==> src/rtl/dma_dispatch_csr.sv <==
module dma_dispatch_csr #(
  parameter int DEPTH      = 4,
  parameter int RDEPTH     = 4,
  parameter int RST_CYCLES = 4
) (
  input  logic         clk,
  input  logic         rst_n,
  input  logic         desc_wr,
  input  logic [2:0]   desc_addr,
  input  logic [31:0]  desc_wdata,
  input  logic         csr_wr,
  input  logic [2:0]   csr_addr,
  input  logic [31:0]  csr_wdata,
  output logic [31:0]  csr_rdata,
  output logic         cmd_valid,
  input  logic         cmd_ready,
  output logic [255:0] cmd_desc,
  input  logic         rsp_valid,
  input  logic [7:0]   rsp_err,
  input  logic         rsp_early,
  output logic         irq
);
  localparam int AW  = $clog2(DEPTH);
  localparam int RAW = $clog2(RDEPTH);
  localparam int CW  = $clog2(DEPTH + 1);
  localparam int RCW = $clog2(RDEPTH + 1);
  localparam int RSW = $clog2(RST_CYCLES + 1);

  logic [31:0]    stage [7];
  logic [255:0]   mem [DEPTH];
  logic [AW-1:0]  wp, rp;
  logic [CW-1:0]  cnt;
  logic [9:0]     tags [RDEPTH];
  logic [RAW-1:0] twp, trp;
  logic [RCW-1:0] infl;
  logic [5:0]     ctl;
  logic           stop_err, stop_early, irq_pend;
  logic [RSW-1:0] rcnt;
  logic [15:0]    last_seq;

  logic resetting, full, empty, rfull, stopped, push, pop, rsp_ok, irq_set;
  logic ctl_wr, sts_wr;
  logic [9:0]   head_tag;
  logic [9:0]   status;
  logic [255:0] new_desc;
  logic         unused_bits;

  assign resetting = rcnt != '0;
  assign full      = cnt == CW'(DEPTH);
  assign empty     = cnt == '0;
  assign rfull     = infl == RCW'(RDEPTH);
  assign stopped   = ctl[0] | ctl[5] | stop_err | stop_early;
  assign cmd_valid = !empty && !stopped && !resetting && !rfull;
  assign cmd_desc  = mem[rp];
  assign pop       = cmd_valid && cmd_ready;
  assign push      = desc_wr && desc_addr == 3'd7 && desc_wdata[31] && !full && !resetting;
  assign rsp_ok    = rsp_valid && infl != '0 && !resetting;
  assign ctl_wr    = csr_wr && csr_addr == 3'd1 && !resetting;
  assign sts_wr    = csr_wr && csr_addr == 3'd0 && !resetting;
  assign head_tag  = tags[trp];
  assign irq_set   = rsp_ok && (head_tag[0] || (|(rsp_err & head_tag[9:2])) || (rsp_early && head_tag[1]));
  assign new_desc  = {desc_wdata, stage[6], stage[5], stage[4], stage[3], stage[2], stage[1], stage[0]};
  assign status    = {irq_pend, stop_early, stop_err, resetting, stopped, rfull, infl == '0, full, empty,
                      !empty || infl != '0};
  assign irq       = irq_pend & ctl[4];
  assign unused_bits = ^{csr_wdata[31:10], csr_wdata[6]};

  always_comb begin
    case (csr_addr)
      3'd0:    csr_rdata = {22'd0, status};
      3'd1:    csr_rdata = {26'd0, ctl[5:2], resetting, ctl[0]};
      3'd2:    csr_rdata = {16'(cnt), 16'(cnt)};
      3'd3:    csr_rdata = 32'(infl);
      3'd4:    csr_rdata = {last_seq, last_seq};
      default: csr_rdata = '0;
    endcase
  end

  always_ff @(posedge clk) begin
    if (!rst_n) begin
      for (int i = 0; i < 7; i++) stage[i] <= '0;
    end else if (desc_wr && !resetting && desc_addr != 3'd7) begin
      stage[desc_addr] <= desc_wdata;
    end
  end

  always_ff @(posedge clk) begin
    if (!rst_n) begin
      wp <= '0; rp <= '0; cnt <= '0;
      twp <= '0; trp <= '0; infl <= '0;
      ctl <= '0; stop_err <= 1'b0; stop_early <= 1'b0; irq_pend <= 1'b0;
      rcnt <= '0; last_seq <= '0;
    end else if (ctl_wr && csr_wdata[1]) begin
      wp <= '0; rp <= '0; cnt <= '0;
      twp <= '0; trp <= '0; infl <= '0;
      stop_err <= 1'b0; stop_early <= 1'b0; irq_pend <= 1'b0;
      last_seq <= '0;
      rcnt <= RSW'(RST_CYCLES);
      ctl <= {csr_wdata[5:2], 1'b0, csr_wdata[0]};
    end else begin
      if (resetting) rcnt <= rcnt - 1'b1;
      if (ctl_wr) ctl <= {csr_wdata[5:2], 1'b0, csr_wdata[0]};
      if (push) begin
        mem[wp] <= new_desc;
        wp <= (wp == AW'(DEPTH - 1)) ? '0 : wp + 1'b1;
      end
      if (pop) begin
        tags[twp] <= {mem[rp][247:240], mem[rp][239], mem[rp][238]};
        twp <= (twp == RAW'(RDEPTH - 1)) ? '0 : twp + 1'b1;
        rp <= (rp == AW'(DEPTH - 1)) ? '0 : rp + 1'b1;
        last_seq <= mem[rp][111:96];
      end
      if (rsp_ok) trp <= (trp == RAW'(RDEPTH - 1)) ? '0 : trp + 1'b1;
      cnt  <= cnt + CW'(push) - CW'(pop);
      infl <= infl + RCW'(pop) - RCW'(rsp_ok);
      if (sts_wr && csr_wdata[7]) stop_err   <= 1'b0;
      if (sts_wr && csr_wdata[8]) stop_early <= 1'b0;
      if (sts_wr && csr_wdata[9]) irq_pend   <= 1'b0;
      if (rsp_ok && ctl[2] && rsp_err != '0) stop_err <= 1'b1;
      if (rsp_ok && ctl[3] && rsp_early) stop_early <= 1'b1;
      if (irq_set) irq_pend <= 1'b1;
    end
  end
endmodule


==> config.mk <==
export PLATFORM = sky130hd
export DESIGN_NAME = dma_dispatch_csr
export DESIGN_NICKNAME = d
export VERILOG_FILES = /design/src/rtl/dma_dispatch_csr.sv
export SDC_FILE = /design/constraint.sdc
export NUM_CORES = 1
export LEC_CHECK = 0
export BUFFER_PORTS_ARGS = -buffer_cell sky130_fd_sc_hd__buf_2
export CELL_PAD_IN_SITES_DETAIL_PLACEMENT = 2
export CELL_PAD_IN_SITES_GLOBAL_PLACEMENT = 2
export CORE_MARGIN = 1.5
export CORE_UTILIZATION = 34
export DETAILED_ROUTE_END_ITERATION = 6
export MAX_ROUTING_LAYER = met4
export PLACE_DENSITY = 0.75
export SLEW_MARGIN = 5
export SYNTH_ARGS = -nofsm -noshare
export SYNTH_HDL_FRONTEND = slang
export SYNTH_SLANG_ARGS = --single-unit
==> constraint.sdc <==
create_clock -name clk -period 7.84 [get_ports clk]
set_clock_uncertainty 0.15 [all_clocks]
set_input_delay 0.392 -clock clk [delete_from_list [all_inputs] [get_ports clk]]
set_output_delay 0.392 -clock clk [all_outputs]
set_load 0.005 [all_outputs]
### Word-level counts from Yosys, hierarchy flattened

Memory sizes are Yosys's and may differ from the RTL's. A register that Yosys moved wholly into a read port is not among the register bits.
Index checks and enable logic that the tools add are counted.
W data, S select, Z words.

| storage, ports and cells | value |
|---|---|
| bits in writable memories | 1,288 |
| bits of input ports | 85 |
| memories kept | 3 |
| register bits | 41 |
| word-level logic and storage cells | 125 |
| output and inout port bits | 290 |

| operators by class | value |
|---|---|
| add/subtract/negate cells | 9 |
| reduce and logical (&&, ||, !) cells | 48 |
| bitwise operators | 6 |
| eq/ne operators | 12 |
| multiplexer cells | 34 |

Memories:

| name | words | width | read ports | clocked after Yosys merged registers in | write ports | RTL line | source |
|---|---|---|---|---|---|---|---|
| mem | 4 | 256 | 1 | 1 | 1 | 30 | `logic [255:0] mem [DEPTH];` |
| stage | 7 | 32 | 7 | 0 | 7 | 29 | `logic [31:0] stage [7];` |
| tags | 4 | 10 | 1 | 1 | 1 | 33 | `logic [9:0] tags [RDEPTH];` |

Operators by type and width:

| operator | count |
|---|---|
| $pmux W32 S5 | 1 |
| $mux W32 | 1 |
| $reduce_or A32 Y1 | 1 |
| $logic_and A1 B1 Y1 | 26 |
| $mux W1 | 19 |
| $mux W2 | 8 |
| $eq A3 B3 Y1 const B | 4 |
| $mux W6 | 2 |
| $reduce_bool A2 Y1 | 5 |
| $logic_not A3 Y1 | 3 |
| $mux W3 | 3 |
| $add A2 B1 Y2 const B | 4 |
| $and A8 B8 Y8 | 1 |
| $eq A2 B2 Y1 const B | 4 |
| $reduce_bool A8 Y1 | 1 |
| $reduce_or A8 Y1 | 1 |
| $add A3 B1 Y3 | 2 |
| $eq A3 B2 Y1 const B | 2 |
| $reduce_bool A3 Y1 | 2 |
| $sub A3 B1 Y3 | 2 |
| $logic_not A1 Y1 | 5 |
| $eq A3 B1 Y1 const B | 1 |
| $logic_or A1 B1 Y1 | 3 |
| $ne A3 B3 Y1 const B | 1 |
| 5 further kinds | 7 |

### Depth between registers and ports, before layout

Gate-level depths: netlist of run 1.

| depth | value |
|---|---|
| word-level depth | 12 |
| depth in mapped cells | 16 |

### Least setup slack after synthesis of run 1

Ideal clock, no wire load.

| timing path | value |
|---|---|
| path kind | reg2reg |
| start point | register rcnt[0] |
| end point | memory mem[0][0] (enable) |
| setup time | 0.651 ns |
| path slack | -0.449 ns |
| data required time | 7.039 ns |
| arrival time | 7.488 ns |
| cell stages (with the launch flop) | 10 |
| buffers on the path | 1 |
| cell sequence | dfxtp_1 -> inv_1 -> ha_1 -> ha_1 -> clkbuf_1 -> and3b_1 -> nand3_1 -> nand2_1 -> nor2_1 -> and2_1 |

| between the ends | value |
|---|---|
| cells in the longest elaborated chain, start to end | 7 |
| elaborated cells between the ends (all ways) | 9 |

Ends and longest elaborated chain:

| what | RTL line | source |
|---|---|---|
| from (decl) | 38 | `logic [RSW-1:0] rcnt;` |
| from (signal assigned) | 98 | `rcnt <= RSW'(RST_CYCLES);` |
| from (signal assigned) | 101 | `if (resetting) rcnt <= rcnt - 1'b1;` |
| $reduce_bool A3 Y1 (*) | 48 | `assign resetting = rcnt != '0;` |
| $logic_not A1 Y1 (*) | 56, 58 |  |
| $logic_and A1 B1 Y1, on equally long branches | 56, 58 |  |
| $mux W1 or $logic_and A1 B1 Y1 (tied branches) | 103, 93 |  |
| $mux W1 (*) | 93 | `end else if (ctl_wr && csr_wdata[1]) begin` |
| $mux W1 (*) | 88 | `if (!rst_n) begin` |
| $mux W1 (implied by the code) (*) | 104 | `mem[wp] <= new_desc;` |
| to (decl) | 30 |  |

Every way passes the cells marked *; elsewhere a longest branch is shown, timed or not.

### Final worst setup path of run 1

| timing path | value |
|---|---|
| start point | register rcnt[0] |
| end point | memory mem[2][161] (enable) |

Same word-level chain as after synthesis.

==> results.json, run 1 <==
{
  "layout.nets": 2879,
  "startpoint": "rcnt[0]",
  "cts_tree": "built",
  "vias": 24100,
  "routed_wl_um": 144000,
  "vdd_drop_max_mv": 0.161,
  "synth_area_um2": 48700,
  "drcViolationCount": 0,
  "grt_pass1_vias": 26500,
  "cpPeakStageDelay_ps": 660,
  "fillers": 13400,
  "min_path_type": "in -> reg",
  "synth_seq_cells": 1333,
  "reg2reg_setup_slack_ps": 3200,
  "timing.rr.start": "rcnt[0]",
  "syn_inst": 2307,
  "start_kind": "flip-flop",
  "globalplace.congestion": 0.739,
  "die_w_um": 382,
  "period_needed_ps": 4640,
  "synthesis.nets": 2411,
  "synth-simple-area-share_pct": 3.83,
  "vias_per_cell": 5.03,
  "ant_nets": 0,
  "critical_path_depth": 10,
  "syn_area_per_cell_um2": 21.1,
  "slowest_stage": "buf_4",
  "synth.area.mux_share_pct": 12.5,
  "final.setup.tns_ps": 0,
  "crit_buf_inv": 3,
  "synth_ff_type": "edfxtp_1",
  "slew-limit-headroom_pct": 19.2,
  "pwr-share-clk_pct": 41.2,
  "postLayoutCoreUtil_pct": 40.9,
  "htree_levels": 4,
  "critPathKind": "reg -> reg",
  "total_power_mw": 16.7,
  "drt-initial-drc-count": 2085,
  "synth_top_family_by_area": "multiplexers",
  "clockBufferDepth": 3,
  "pwr-share-comb_pct": 10.3,
  "synthAdderAreaFrac_pct": 0.518,
  "dpl_cell_area_um2": 52800,
  "powerDensity_nw_per_um2": 287,
  "clockRootBuffer": "clkbuf_16",
  "period_share_pct": 59.2,
  "hold_ws_ps": 92.9,
  "cts.repair.resized": 0,
  "ys_async_sr_fraction_pct": 0,
  "synthToLayoutAreaGrowth_pct": 19.0,
  "wire_per_inst_um": 30.2,
  "setup_violations": 0,
  "rows": 138,
  "maxCapViolCount": 0,
  "die_area_um2": 146000,
  "grt_usage_pct": 20.4,
  "p_leak_nw": 19.1,
  "die_y_um": 382,
  "regArea_um2": 39300,
  "cts_buffers": 147,
  "outcome": "completed",
  "max_freq_mhz": 216,
  "clock-sinks": 1333,
  "cp.required_ps": 8090,
  "hold_violations": 0,
  "internal_power_mw": 12.7,
  "initial_utilization_pct": 34.3,
  "switching_power_mw": 4.00,
  "endpoint_kind": "flip-flop",
  "synth_compound_area_share_pct": 1.11,
  "coreArea_um2": 142000,
  "yosys_warnings": 0,
  "grt_pass1_wl_um": 204000,
  "clk_latency_ps": 780,
  "rr_worst_depth": 10,
  "crit_end": "mem[2][161]",
  "synth_edf_count": 1256,
  "grt_antenna_before_repair": 8,
  "rsz0062_at_grt": "no",
  "yosysSeqAreaShare_pct": 80.5,
  "fin_area_um2": 58000,
  "cp_top_family": "simple AND/OR/NAND/NOR gates",
  "drt_first_pass_iters": 5,
  "clk_pin_slew_worst_paths_ps": 60,
  "multiInputGateArea_um2": 8900,
  "synth_xor_xnor_area_share_pct": 0.0898,
  "switching_share_pct": 24.0,
  "final_layout_size_suffix_gt1_share_pct": 30.3,
  "grt_max_degree": 139,
  "worstMarginPinSlew_ps": 1210,
  "slew_violations": 0,
  "seqPwrFrac_pct": 48.6,
  "path_cells": "inv_1 > ha_1 > ha_1 > nand3_1 > nor2_1 > nand4_1 > nor2_1 > and2_4 > buf_12 > buf_4",
  "io_pins": 375,
  "path_max_fanout": 138,
  "r2r-end": "mem[2][161]",
  "arrival_ps": 4890,
  "numPortBuffers": 351,
  "grt-ovfl-total": 0,
  "place_hpwl_um": 90400,
  "synth_cell_type_count": 42
}
==> metrics by stage <==
stage | worst slack (ps) | cells
CTS | 3330 | 4786
floorplan | 2450 | 2307
detailed placement | 3360 | 4469
global placement | 3520 | 4469
global route | 3060 | 4788
finish | 3200 | 4790
==> layout make-up <==
class                      instances  area share, %
inverter                          48          0.311
tap                             1890           4.08
multi-input combinational        812           15.3
antenna                            4         0.0173
clock inverter                    70           1.24
clock buffer                     200           6.93
timing repair buffer             433           4.42
sequential                      1333           67.7
==> cells by family (layout without fill, tap and decap cells) <==
family,count (synthesis),count (layout)
xor+xnor,5,5
simple gates,420,420
other cells,0,4
compound gates,84,84
fa+ha+maj,19,19
mux,284,284
flops,1333,1333
buf+inv,162,751
==> how the worst min path moves through the flow <==
stage / from / end / slack, ps / depth (start not counted)
after floorplan: last_seq[10] / last_seq[10] / 280 / 2
after detailed placement: last_seq[11] / last_seq[11] / 300 / 2
after global routing: desc_addr[2] / wp[1] / 70 / 4
after global placement: last_seq[15] / last_seq[15] / 290 / 2
after CTS: desc_addr[2] / wp[1] / 10 / 4
final: desc_addr[2] / wp[1] / 90 / 4
==> worst reg2reg max path, delay by kind of cell, from the launching register on <==
kind / cells / cell delay [ps]
and+or+nand+nor: 5 / 1420
buffers and inverters: 3 / 1630
DFF: 1 / 320
adders and majority gates: 2 / 730
==> timing repair <==
| item | CTS | global route |
|---|---|---|
| hold buffers | 47 | 0 |
| endpoints found under the hold margin | 206 | 0 |
| buffers inserted | 0 | 0 |
==> cell usage in the layout (no fill, tap or decap), types with 26 or more instances in the layout <==
cell           count
a21boi_0          33
mux4_2           261
a21oi_1           31
nand2_1          144
buf_4             29
inv_1             46
clkbuf_1          42
buf_2            351
nor2_1           155
and2_1            36
edfxtp_1        1256
dfxtp_1           75
dlygate4sd3_1     47
clkinv_1          26
clkbuf_16        150
==> sequential cells by signal, summed over array words and instances (netlist names), named ones only <==
register    cells
infl            3
stage         224
cnt             3
trp             2
mem          1024
wp              2
twp             2
rp              2
irq_pend        1
ctl             5
stop_err        1
tags           40
rcnt            3
last_seq       16
stop_early      1
==> routing by layer <==
metal,vias to the layer above,global-route usage (%),part of all wire (%)
met4,0,7.01,3.2
met1,13100,25.1,41
li1,10200,-,-
met2,669,33.8,51
met3,201,4.08,5.0
met5,-,-,0
==> cell usage after synthesis (4+ instances only) <==
cell type,count,area [µm²]
edfxtp_1,1256,37700
mux4_2,261,5880
nor2_1,155,582
nand2_1,150,563
dfxtp_1,77,1540
clkbuf_1,65,244
inv_1,46,173
and2_1,40,250
a21boi_0,33,248
a21oi_1,31,155
buf_2,29,145
and3_1,22,138
mux2i_1,19,190
ha_1,17,213
buf_1,13,48.8
nand3_1,11,55.1
nor2b_1,11,68.8
buf_4,7,52.6
nor3_1,7,35.0
nor3b_1,7,52.6
a31oi_1,6,37.5
a22oi_1,4,30.0
mux2_2,4,45.0
or3_1,4,25.0
==> power by group through the flow <==
stage                     Combinational [mW]  Clock [mW]  Sequential [mW]
after floorplan                         1.01           0             8.14
after global placement                  1.69           0             8.21
after detailed placement                1.73           0             8.24
after CTS                               1.77        7.03             8.09
after global routing                    1.85        7.27             8.11
final                                   1.71        6.86             8.09
Note: power is estimated with default switching activity, not from simulation.
==> run 2, diff against run 1 <==
==> constraint.sdc (replaced) <==
create_clock -name clk -period 3.98 [get_ports clk]
set_clock_uncertainty 0.15 [all_clocks]
set_input_delay 0.199 -clock clk [delete_from_list [all_inputs] [get_ports clk]]
set_output_delay 0.199 -clock clk [all_outputs]
set_load 0.005 [all_outputs]
==> results.json, run 2 (synthesis gave the netlist of run 1 again) <==
{
  "worstMarginPinSlew_ps": 801,
  "cts_buffers": 142,
  "clk_pin_slew_worst_paths_ps": 60,
  "cp_top_family": "adder cells",
  "regMostFlops": "mem",
  "grt-ovfl-total": 0,
  "place_hpwl_um": 97500,
  "crit_end": "cnt[2]",
  "max_freq_mhz": 271,
  "die_y_um": 382,
  "drt_first_pass_iters": 5,
  "path_cells": "inv_1 > ha_1 > ha_1 > nand3_1 > nor2_1 > nand4_1 > ha_1 > inv_1 > ha_1 > inv_1 > fa_1 > xor2_1 > xnor2_1 > nor2_1",
  "ant_nets": 0,
  "startpoint": "rcnt[0]",
  "grt_usage_pct": 20.9,
  "grt_pass1_vias": 26800,
  "hold_ws_ps": 58.2,
  "globalplace.congestion": 0.764,
  "cts_setup_buffers": 0,
  "grt_antenna_before_repair": 8,
  "postLayoutCoreUtil_pct": 41.2,
  "cts.repair.resized": 0,
  "clock-sinks": 1333,
  "regArea_um2": 39300,
  "final_cell_mix": "edfxtp_1 (1256), buf_2 (351), mux4_2 (261)",
  "clockRootBuffer": "clkbuf_16",
  "drt-initial-drc-count": 1951,
  "multiInputGateArea_um2": 8900,
  "arrival_ps": 4180,
  "top_regs": "mem x1024, stage x224, tags x40",
  "slew-limit-headroom_pct": 46.6,
  "maxCapViolCount": 0,
  "setup_violations": 0,
  "final_common_cell": "edfxtp_1",
  "wire_per_inst_um": 30.6,
  "r2r-end": "cnt[2]",
  "path_max_fanout": 11,
  "fillers": 13300,
  "synthToLayoutAreaGrowth_pct": 19.9,
  "endpoint_kind": "flip-flop",
  "cts_tree": "built",
  "io_pins": 375,
  "clk_latency_ps": 770,
  "reg2reg_setup_slack_ps": 290,
  "timing.rr.start": "rcnt[0]",
  "p_leak_nw": 19.3,
  "grt_pass1_wl_um": 208000,
  "period_needed_ps": 3690,
  "slew_violations": 0,
  "hold_violations": 0,
  "start_kind": "flip-flop",
  "cp.required_ps": 4470,
  "layout.nets": 2921,
  "crit_buf_inv": 3,
  "die_w_um": 382,
  "cpMostUsedCell": "ha_1",
  "critPathKind": "reg -> reg",
  "numPortBuffers": 351,
  "routed_wl_um": 148000,
  "rsz0062_at_grt": "no",
  "vdd_drop_max_mv": 0.391,
  "final.setup.tns_ps": 0,
  "period_share_pct": 92.7,
  "grt_max_degree": 84,
  "stdcell_count": 4822,
  "rr_worst_depth": 14,
  "largest_reg_flops": 1024,
  "powerDensity_nw_per_um2": 555,
  "clockBufferDepth": 3,
  "die_area_um2": 146000,
  "cpPeakStageDelay_ps": 470,
  "coreArea_um2": 142000,
  "final_layout_size_suffix_gt1_share_pct": 30.8,
  "slowest_stage": "ha_1",
  "vias": 24300,
  "critical_path_depth": 14,
  "initial_utilization_pct": 34.3,
  "placed_cells": 4507,
  "vias_per_cell": 5.03,
  "postCtsHoldBufs": 56,
  "drcViolationCount": 0,
  "rows": 138,
  "min_path_type": "in -> reg",
  "htree_levels": 4,
  "outcome": "completed"
}
## run 2: area by class of cell
| cell class | instances | share of cell area (%) |
|---|---|---|
| clock inverter | 54 | 0.837 |
| tap | 1890 | 4.05 |
| clock buffer | 203 | 6.88 |
| timing repair buffer | 480 | 5.48 |
| antenna | 2 | 0.00857 |
| multi-input combinational | 812 | 15.2 |
| sequential | 1333 | 67.2 |
| inverter | 48 | 0.308 |
## run 2: worst register-to-register path, delay by kind of cell, from the launching register on
family	cells	cell delay, ps
adder cells (fa/ha/maj)	5	1650
flip-flops	1	320
AND/OR/NAND/NOR	4	850
buffers and inverters	3	200
XOR/XNOR	2	390
## run 2: through the flow
stage / total power [mW] / worst slack (ps) / area (µm²)
2_1_floorplan: 18.0 / 2.65 / 48800
3_3_place_gp: 19.6 / 545 / 53400
3_5_place_dp: 19.8 / 350 / 53400
4_1_cts: 32.8 / 289 / 58400
5_1_grt: 33.4 / 64.9 / 58400
6_report: 32.4 / 292 / 58400
## run 2: worst min-delay path by stage
stage                  start            to  slack (ps)  cells past startpoint
3_5_place_dp    last_seq[11]  last_seq[11]         300                      2
4_1_cts              desc_wr  stage[5][22]           9                      4
5_1_grt              desc_wr  stage[5][22]          60                      4
3_3_place_gp    last_seq[15]  last_seq[15]         290                      2
2_1_floorplan  desc_wdata[0]   mem[0][224]         150                      0
6_report             desc_wr  stage[5][22]          60                      4
## run 2: report_power, final
part / switching, mW / internal [mW]
combinational: 2.00 / 1.50
clock: 5.44 / 7.55
sequential: 0.317 / 15.6
total: 7.75 / 24.7
## run 2: layer usage
| layer | share of wire [%] | vias up | GRT usage (%) |
|---|---|---|---|
| li1 | - | 10200 | - |
| met1 | 40 | 13200 | 24.7 |
| met2 | 52 | 664 | 35.5 |
| met3 | 5.1 | 198 | 4.28 |
| met4 | 3.3 | 0 | 7.12 |
| met5 | 0 | - | - |
==> run 3, diff against run 2 <==
--- a/config.mk
+++ b/config.mk
@@ -12,7 +12,7 @@
 export CORE_UTILIZATION = 34
 export DETAILED_ROUTE_END_ITERATION = 6
 export MAX_ROUTING_LAYER = met4
-export PLACE_DENSITY = 0.75
+export PLACE_DENSITY_LB_ADDON = 0.1
 export SLEW_MARGIN = 5
 export SYNTH_ARGS = -nofsm -noshare
 export SYNTH_HDL_FRONTEND = slang
==> results.json, run 3 (synthesis gave the netlist of run 1 again) <==
{
  "cts_buffers": 150,
  "setup_violations": 0,
  "min_path_type": "in -> reg",
  "die_area_um2": 146000,
  "htree_levels": 4,
  "vias": 24000,
  "route.met2.wl_um": 69900,
  "cpPeakStageDelay_ps": 800,
  "slew_violations": 0,
  "largest_reg_flops": 1024,
  "regMostFlops": "mem",
  "rsz0062_at_grt": "no",
  "reg2reg_setup_slack_ps": 530,
  "maxCapViolCount": 0,
  "clk_pin_slew_worst_paths_ps": 60,
  "layout.nets": 2935,
  "worstMarginPinSlew_ps": 873,
  "die_y_um": 382,
  "total_power_mw": 32.6,
  "initial_utilization_pct": 34.3,
  "final.setup.tns_ps": 0,
  "rows": 138,
  "io_pins": 375,
  "wl_met1_um": 58100,
  "grt_usage_pct": 19.7,
  "final_layout_size_suffix_gt1_share_pct": 31.3,
  "placed_cells": 4515,
  "cpMostUsedCell": "dlygate4sd3_1",
  "slowest_stage": "dfxtp_1",
  "outcome": "completed",
  "stdcell_count": 4843,
  "wire_per_inst_um": 28.6,
  "crit_buf_inv": 2,
  "hold_violations": 0,
  "grt_antenna_before_repair": 5,
  "vdd_drop_max_mv": 0.410,
  "cp.required_ps": 4460,
  "r2r-end": "irq_pend",
  "period_needed_ps": 3450,
  "drt-initial-drc-count": 1797,
  "max_freq_mhz": 290,
  "crit_end": "irq_pend",
  "rr_worst_depth": 6,
  "final_common_cell": "edfxtp_1",
  "grt-ovfl-total": 0,
  "slew-limit-headroom_pct": 41.7,
  "vias_per_cell": 4.95,
  "p_leak_nw": 19.4,
  "cts_tree": "built",
  "routed_wl_um": 139000,
  "start_kind": "flip-flop",
  "globalplace.congestion": 0.790,
  "cp_top_family": "buffers and inverters",
  "powerDensity_nw_per_um2": 554,
  "drt_first_pass_iters": 5,
  "clockRootBuffer": "clkbuf_16",
  "path_cells": "mux4_2 > nor4_1 > nand4_1 > dlygate4sd3_1 > o21a_1 > dlygate4sd3_1",
  "grt_pass1_vias": 26500,
  "numPortBuffers": 351,
  "clock-sinks": 1333,
  "dr.max_layer_used": "met4",
  "cts.repair.resized": 0,
  "clockBufferDepth": 3,
  "cts_setup_buffers": 0,
  "period_share_pct": 86.8,
  "wl_met3_um": 7210,
  "critical_path_depth": 6,
  "critPathKind": "reg -> reg",
  "arrival_ps": 3930,
  "hold_depth": 2,
  "grt_pass1_wl_um": 198000,
  "drcViolationCount": 0,
  "clk_latency_ps": 760,
  "final_cell_mix": "edfxtp_1 (1256), buf_2 (351), mux4_2 (261)",
  "endpoint_kind": "flip-flop",
  "top_regs": "mem x1024, stage x224, tags x40",
  "place_hpwl_um": 87600,
  "grt_max_degree": 70,
  "postCtsHoldBufs": 54,
  "postLayoutCoreUtil_pct": 41.4,
  "path_max_fanout": 15,
  "ant_nets": 0,
  "coreArea_um2": 142000,
  "die_w_um": 382,
  "hold_start": "desc_wdata[4]",
  "synthToLayoutAreaGrowth_pct": 20.5
}
[run 3: metrics by stage]
stage | cell area [µm²] | worst slack (ps) | hold WS, ps
finish | 58800 | 526 | 156
global placement | 53500 | 838 | 293
detailed placement | 53500 | 797 | 304
floorplan | 48800 | 2.65 | 148
global route | 58800 | 268 | 135
CTS | 58700 | 418 | 76.2
[run 3: area by class of cell]
cell class	count	area (µm²)
tap	1890	2360
timing repair buffer	486	3370
sequential	1333	39300
clock inverter	72	568
clock buffer	199	4100
fill	13400	83200
inverter	48	180
antenna	3	7.51
multi-input combinational	812	8900
[run 3: how the worst min path moves through the flow]
stage	slack, ps	to
2_1_floorplan	150	mem[0][224]
4_1_cts	80	mem[3][230]
5_1_grt	130	mem[1][228]
3_5_place_dp	300	last_seq[15]
3_3_place_gp	290	last_seq[11]
6_report	160	mem[0][228]
[run 3: metal layers]
layer	global-route usage, %	vias up
li1	-	10300
met1	24.7	13000
met2	32.1	557
met3	4.34	172
met4	5.71	0
met5	-	-
[run 3: where the power goes]
part	total (mW)	switching, mW	leakage [nW]	internal [mW]
clock network	13.2	5.51	2.28	7.69
registers	15.9	0.299	12.3	15.6
logic	3.44	1.91	4.84	1.53
total	32.6	7.72	19.4	24.8
[run 3: worst register-to-register path: stages (launching register included)]
cell,delay (ps)
dfxtp_1,800
mux4_2,590
nor4_1,380
nand4_1,120
dlygate4sd3_1,580
o21a_1,180
dlygate4sd3_1,550
